$ cat config.mk
export PLATFORM = sky130hd
export DESIGN_NAME = cap_reload_timer
export DESIGN_NICKNAME = d
export VERILOG_FILES = /design/src/rtl/crt_pkg.sv /design/src/rtl/crt_edge_sync.sv /design/src/rtl/crt_counter.sv /design/src/rtl/crt_flags.sv /design/src/rtl/cap_reload_timer.sv
export SDC_FILE = /design/constraint.sdc
export NUM_CORES = 1
export LEC_CHECK = 0
export ABC_AREA = 0
export BUFFER_PORTS_ARGS = -buffer_cell sky130_fd_sc_hd__buf_2
export CAP_MARGIN = 0
export CORE_MARGIN = 10
export CORE_UTILIZATION = 55
export DETAILED_ROUTE_END_ITERATION = 10
export GPL_ROUTABILITY_DRIVEN = 1
export HOLD_SLACK_MARGIN = 0.02
export PLACE_DENSITY = 0.78
export SETUP_SLACK_MARGIN = 0.5
export SLEW_MARGIN = 10
export SYNTH_ARGS = -nofsm -noshare
export SYNTH_HDL_FRONTEND = slang
export SYNTH_SLANG_ARGS = --single-unit
export TNS_END_PERCENT = 100
$ cat constraint.sdc
create_clock -name clk_i -period 2.3 [get_ports clk_i]
set_input_delay 0.23 -clock clk_i [delete_from_list [all_inputs] [get_ports clk_i]]
set_output_delay 0.23 -clock clk_i [all_outputs]
set_load 0.05 [all_outputs]
$ cat src/rtl/crt_pkg.sv
package crt_pkg;
  localparam int ADDR_W = 3;
  localparam int CTRL_W = 5;

  localparam logic [ADDR_W-1:0] A_CNT_LO = 3'd0;
  localparam logic [ADDR_W-1:0] A_CNT_HI = 3'd1;
  localparam logic [ADDR_W-1:0] A_CAP_LO = 3'd2;
  localparam logic [ADDR_W-1:0] A_CAP_HI = 3'd3;
  localparam logic [ADDR_W-1:0] A_CTRL   = 3'd4;

  typedef struct packed {
    logic dir_pin_en;  // bit4
    logic clk_out_en;  // bit3
    logic clr_on_cap;  // bit2
    logic cap_mode;    // bit1
    logic run;         // bit0
  } ctrl_t;
endpackage

$ cat src/rtl/crt_edge_sync.sv
module crt_edge_sync #(
  parameter int  STAGES  = 2,
  parameter logic RST_VAL = 1'b1
) (
  input  logic clk_i,
  input  logic rst_ni,
  input  logic pin_i,
  output logic level_o,
  output logic fall_o
);
  logic [STAGES-1:0] sync_q;
  logic              prev_q;

  generate
    for (genvar i = 0; i < STAGES; i++) begin : g_stage
      always_ff @(posedge clk_i or negedge rst_ni) begin
        if (!rst_ni) sync_q[i] <= RST_VAL;
        else if (i == 0) sync_q[i] <= pin_i;
        else sync_q[i] <= sync_q[(i == 0) ? 0 : i-1];
      end
    end
  endgenerate

  always_ff @(posedge clk_i or negedge rst_ni) begin
    if (!rst_ni) prev_q <= RST_VAL;
    else         prev_q <= sync_q[STAGES-1];
  end

  assign level_o = sync_q[STAGES-1];
  assign fall_o  = prev_q & ~sync_q[STAGES-1];
endmodule

$ cat src/rtl/crt_counter.sv
module crt_counter
  import crt_pkg::*;
#(
  parameter int BYTE_W = 8,
  localparam int CNT_W = 2 * BYTE_W
) (
  input  logic              clk_i,
  input  logic              rst_ni,
  input  ctrl_t             ctrl_i,
  input  logic              down_i,
  input  logic              fall_i,
  input  logic              wr_en_i,
  input  logic [ADDR_W-1:0] wr_addr_i,
  input  logic [BYTE_W-1:0] wr_data_i,
  output logic [CNT_W-1:0]  count_o,
  output logic [CNT_W-1:0]  cap_o,
  output logic              ovf_evt_o,
  output logic              cap_evt_o
);
  localparam logic [CNT_W-1:0] CNT_MAX = '1;

  logic [CNT_W-1:0] cnt_q, cnt_d, cap_q, cap_d, step_val;
  logic             at_lim, wr_clo, wr_chi, wr_rlo, wr_rhi, cnt_wr, cap_evt;

  always_comb begin
    wr_clo  = wr_en_i && (wr_addr_i == A_CNT_LO);
    wr_chi  = wr_en_i && (wr_addr_i == A_CNT_HI);
    wr_rlo  = wr_en_i && (wr_addr_i == A_CAP_LO);
    wr_rhi  = wr_en_i && (wr_addr_i == A_CAP_HI);
    cnt_wr  = wr_clo | wr_chi;
    cap_evt = ctrl_i.cap_mode & fall_i;

    if (ctrl_i.cap_mode) begin
      at_lim   = (cnt_q == CNT_MAX);
      step_val = cnt_q + CNT_W'(1);
    end else if (down_i) begin
      at_lim   = (cnt_q == cap_q);
      step_val = at_lim ? CNT_MAX : cnt_q - CNT_W'(1);
    end else begin
      at_lim   = (cnt_q == CNT_MAX);
      step_val = at_lim ? cap_q : cnt_q + CNT_W'(1);
    end

    cnt_d = cnt_q;
    if (ctrl_i.run)                   cnt_d = step_val;
    if (cap_evt && ctrl_i.clr_on_cap) cnt_d = '0;
    // software byte writes take priority over hardware updates
    if (wr_clo) cnt_d = {cnt_q[CNT_W-1:BYTE_W], wr_data_i};
    if (wr_chi) cnt_d = {wr_data_i, cnt_q[BYTE_W-1:0]};

    cap_d = cap_q;
    if (cap_evt) cap_d = cnt_q;
    if (wr_rlo)  cap_d = {cap_q[CNT_W-1:BYTE_W], wr_data_i};
    if (wr_rhi)  cap_d = {wr_data_i, cap_q[BYTE_W-1:0]};
  end

  always_ff @(posedge clk_i or negedge rst_ni) begin
    if (!rst_ni) begin
      cnt_q <= '0;
      cap_q <= '0;
    end else begin
      cnt_q <= cnt_d;
      cap_q <= cap_d;
    end
  end

  assign count_o   = cnt_q;
  assign cap_o     = cap_q;
  assign ovf_evt_o = ctrl_i.run & at_lim & ~cnt_wr;
  assign cap_evt_o = cap_evt;
endmodule

$ cat src/rtl/crt_flags.sv
module crt_flags (
  input  logic clk_i,
  input  logic rst_ni,
  input  logic ovf_evt_i,
  input  logic cap_evt_i,
  input  logic ovf_clr_i,
  input  logic cap_clr_i,
  input  logic clk_en_i,
  output logic ovf_flag_o,
  output logic cap_flag_o,
  output logic clk_out_o
);
  logic ovf_q, cap_q, clk_q;

  always_ff @(posedge clk_i or negedge rst_ni) begin
    if (!rst_ni) begin
      ovf_q <= 1'b0;
      cap_q <= 1'b0;
      clk_q <= 1'b0;
    end else begin
      ovf_q <= ovf_evt_i | (ovf_q & ~ovf_clr_i);
      cap_q <= cap_evt_i | (cap_q & ~cap_clr_i);
      if (!clk_en_i)      clk_q <= 1'b0;
      else if (ovf_evt_i) clk_q <= ~clk_q;
    end
  end

  assign ovf_flag_o = ovf_q;
  assign cap_flag_o = cap_q;
  assign clk_out_o  = clk_q;
endmodule

$ cat src/rtl/cap_reload_timer.sv
module cap_reload_timer
  import crt_pkg::*;
#(
  parameter int BYTE_W      = 8,
  parameter int SYNC_STAGES = 2,
  localparam int CNT_W = 2 * BYTE_W
) (
  input  logic              clk_i,
  input  logic              rst_ni,
  input  logic              wr_en_i,
  input  logic [ADDR_W-1:0] wr_addr_i,
  input  logic [BYTE_W-1:0] wr_data_i,
  input  logic              ext_i,
  input  logic              ovf_clr_i,
  input  logic              cap_clr_i,
  output logic [CNT_W-1:0]  count_o,
  output logic [CNT_W-1:0]  cap_o,
  output logic              ovf_flag_o,
  output logic              cap_flag_o,
  output logic              clk_out_o
);
  ctrl_t ctrl_q;
  logic  ext_lvl, ext_fall, cnt_down, ovf_evt, cap_evt;

  always_ff @(posedge clk_i or negedge rst_ni) begin
    if (!rst_ni) ctrl_q <= '0;
    else if (wr_en_i && wr_addr_i == A_CTRL) ctrl_q <= ctrl_t'(wr_data_i[CTRL_W-1:0]);
  end

  crt_edge_sync #(.STAGES(SYNC_STAGES), .RST_VAL(1'b1)) i_sync (
    .clk_i   (clk_i),
    .rst_ni  (rst_ni),
    .pin_i   (ext_i),
    .level_o (ext_lvl),
    .fall_o  (ext_fall)
  );

  assign cnt_down = ctrl_q.dir_pin_en & ~ext_lvl;

  crt_counter #(.BYTE_W(BYTE_W)) i_cnt (
    .clk_i     (clk_i),
    .rst_ni    (rst_ni),
    .ctrl_i    (ctrl_q),
    .down_i    (cnt_down),
    .fall_i    (ext_fall),
    .wr_en_i   (wr_en_i),
    .wr_addr_i (wr_addr_i),
    .wr_data_i (wr_data_i),
    .count_o   (count_o),
    .cap_o     (cap_o),
    .ovf_evt_o (ovf_evt),
    .cap_evt_o (cap_evt)
  );

  crt_flags i_flags (
    .clk_i      (clk_i),
    .rst_ni     (rst_ni),
    .ovf_evt_i  (ovf_evt),
    .cap_evt_i  (cap_evt),
    .ovf_clr_i  (ovf_clr_i),
    .cap_clr_i  (cap_clr_i),
    .clk_en_i   (ctrl_q.clk_out_en),
    .ovf_flag_o (ovf_flag_o),
    .cap_flag_o (cap_flag_o),
    .clk_out_o  (clk_out_o)
  );
endmodule

==> results.toml <==
[worst_setup_path]
crit_path_max_fanout = 5
worstSetupEndpointType = "register"
worst_ep_arrival_time_ns = 2.43
worstSetupPathType = "register to register"
crit_path_start_kind = "register"
worst-r2r-cell-count = 6
critPathRequiredTime_ns = 2.49

[cts]
ctsRootBufferMaster = "clkbuf_8"
clk_latency_ns = 0.31
numCtsBuffers = 5
clk_pin_slew_worst_paths_ns = 0.09
tritoncts = "done"
cts_buffer_depth = 2
cts_sinks = 43
cts_max_level = 2

[layout]
multiInputGateArea_um2 = 2400
syn2layout_area_growth_pct = 44.7
fin_nets = 519
final_core_util = 0.810
drive_gt1_frac = 0.447
ff_latch_area_um2 = 1100
n_antenna_cell = 0
nFillCells = 361

[placement]
port_buffers = 51
dp_hpwl_um = 8960
gp_congestion = 1.01

[routing]
wl_um = 14000
wl_per_cell_um = 24.3
vias = 4013
drtIter0Drc = 533
drc = 0
via_per_inst = 6.97
first_pass_iters = 5
ant_nets = 0

[yosys]
postSynthCellCount = 388
ys_seq_elements = 43
syn_avg_cell_area_um2 = 8.44
ys.flop_type = "dfrtp_1"
synth_enable_flop_cells = 0
seq_area_frac_synth = 0.330
syn-num-nets = 407
yosysUniqueCellTypes = 61
ys_async_sr_fraction = 1.00
yosysWarningCount = 0
syn-cell-area_um2 = 3270

[min_path]
min_path_type = "input pin to register"
whs_path_depth = 2

[sta]
max_slew_margin = 0.506
skew_ns = 0.00773
min_period_ns = 2.24
fin_setup_tns_ns = 0
rsz0062_at_grt = "yes"
tightestPinTransition_ns = 0.735
maxSlewViolCount = 0
period_share = 0.975
max_freq_mhz = 446
hold_viol = 0
setup_violations = 0

[floorplanning]
core.rowCount = 28
dieArea_um2 = 9440
die_h_um = 97.2
start_util = 0.560
core_um2 = 5850
die_x_um = 97.2
top_level_ports = 52

[global_routing]
grt_max_degree = 29
grtUsageTotal = 0.265
grt_antenna_before_repair = 0
first_global_vias = 3758
grt-ovfl-total = 0
grt_pass1_wl_um = 20400

[pwr]
clkPwrFrac = 0.080
p_sw_frac = 0.529
combPwrFrac = 0.685
power.switching_mw = 3.30
pwr-share-seq = 0.235
p_leak_nw = 2.02
p_per_area_nw_per_um2 = 1320
power.internal_mw = 2.95
peakVddDrop_mv = 1.08
finalPower_mw = 6.25

[job]
cap_violations = 0

[status]
status = "completed"
==> worst paths after layout <==
check | startpoint | to | slack [ns]
min reg2reg | i_sync.sync_q[0]$_DFF_PN1_ | i_sync.level_o$_DFF_PN1_ | 0.36
max | i_cnt.count_o[0]$_DFFE_PN0P_ | i_cnt.count_o[15]$_DFFE_PN0P_ | 0.06
min | cap_clr_i | i_flags.cap_flag_o$_DFF_PN0_ | 0.09
max reg2reg | i_cnt.count_o[0]$_DFFE_PN0P_ | i_cnt.count_o[15]$_DFFE_PN0P_ | 0.06
max in group asynchronous | rst_ni | i_sync.prev_q$_DFF_PN1_ | 1.16
min in group asynchronous | rst_ni | i_cnt.count_o[2]$_DFFE_PN0P_ | 0.39
==> repair_timing <==
| action | in CTS | in global routing |
|---|---|---|
| cloned | 2 | 0 |
| hold buffers | 2 | 0 |
| setup endpoints to repair | 18 | 27 |
| hold endpoints to repair | 14 | 0 |
| pin swaps | 28 | 16 |
| buffers inserted | 25 | 12 |
| resized for setup | 56 | 26 |
==> placed cells by master, fill, tap and decap left out, types with 6 or more instances in the layout <==
cell type	instances
a21oi_1	10
a22oi_1	16
a31oi_1	6
buf_2	51
buf_4	60
buf_6	14
dfrtp_1	25
dfrtp_2	15
inv_1	8
mux2i_1	8
nand2_1	44
nand2b_1	6
nand3_1	12
nand4_1	10
nor2_1	14
nor3_1	13
nor4_2	6
o21ai_0	17
o21ai_1	6
o31ai_1	12
xnor2_1	14
xnor2_2	10
xor2_1	7
==> flip-flops by register name, indices dropped and copies added, names as in the netlist <==
name / count
i_cnt.cap_o: 16
i_sync.prev_q: 1
i_cnt.count_o: 16
i_sync.sync_q: 1
i_flags.ovf_flag_o: 1
i_flags.cap_flag_o: 1
ctrl_q: 5
i_sync.level_o: 1
i_flags.clk_out_o: 1
==> cells in the mapped netlist, drive strengths merged (5+ instances only) <==
cell	n	area, µm²
nand2b	6	37.5
nor3b	6	45.0
inv	9	33.8
nor2	17	63.8
o21ai	23	115
xnor2	24	210
a21oi	10	50.1
nand4	10	62.6
clkbuf	21	80.1
nor4	13	87.6
o31ai	15	126
nor3	18	90.1
nand2	45	169
nand3	16	90.1
xor2	7	61.3
nor4b	5	50.0
a22oi	16	120
mux2i	8	80.1
dfrtp	40	1000
a31oi	6	37.5
buf	9	57.6
==> power by group through the flow <==
stage | Clock [mW] | Combinational (mW) | Sequential (mW)
after floorplan | 0 | 1.55 | 2.18
after global placement | 0 | 3.19 | 1.47
after detailed placement | 0 | 3.23 | 1.48
after CTS | 0.497 | 3.91 | 1.43
after global routing | 0.525 | 4.48 | 1.50
final | 0.502 | 4.28 | 1.47
==> through the flow <==
stage	area (µm²)	hold WS, ns	instances	setup slack, ns
2_1_floorplan	3340	-0.0656	388	0.0567
3_3_place_gp	3880	0.160	527	0.151
3_5_place_dp	3880	0.172	527	0.0666
4_1_cts	4530	0.0897	564	0.172
5_1_grt	4740	0.118	576	0.0246
6_report	4740	0.0899	576	0.0577
==> worst max-delay path, cell delays in order (launching register included) <==
cell	delay, ns
dfrtp_2	0.45
buf_6	0.13
or4_4	0.55
or3_4	0.44
o21ai_1	0.18
nor4b_4	0.26
o31ai_1	0.11
==> layout make-up <==
type                            instances  share of cell area
Timing Repair Buffer                  135               0.217
Tap cell                               75              0.0198
Clock inverter                          2             0.00264
Multi-Input combinational cell        306               0.506
Sequential cell                        43               0.232
Inverter                                9             0.00713
Clock buffer                            6              0.0153
==> metal layers <==
| layer | track usage | part of all wire | vias to the layer above |
|---|---|---|---|
| li1 | - | - | 1697 |
| met1 | 0.328 | 0.37 | 1890 |
| met2 | 0.402 | 0.45 | 332 |
| met3 | 0.0590 | 0.10 | 94 |
| met4 | 0.177 | 0.074 | 0 |
| met5 | 0 | 0 | - |
==> cells by family after synthesis <==
group           Yosys count  share of synthesized area
flops                    43                      0.330
compound gates           96                      0.203
buf+inv                  39                     0.0523
xor+xnor                 31                     0.0829
simple gates            165                      0.287
fa+ha+maj                 2                    0.00764
mux                      12                     0.0382
(Power assumes the default switching activity.)
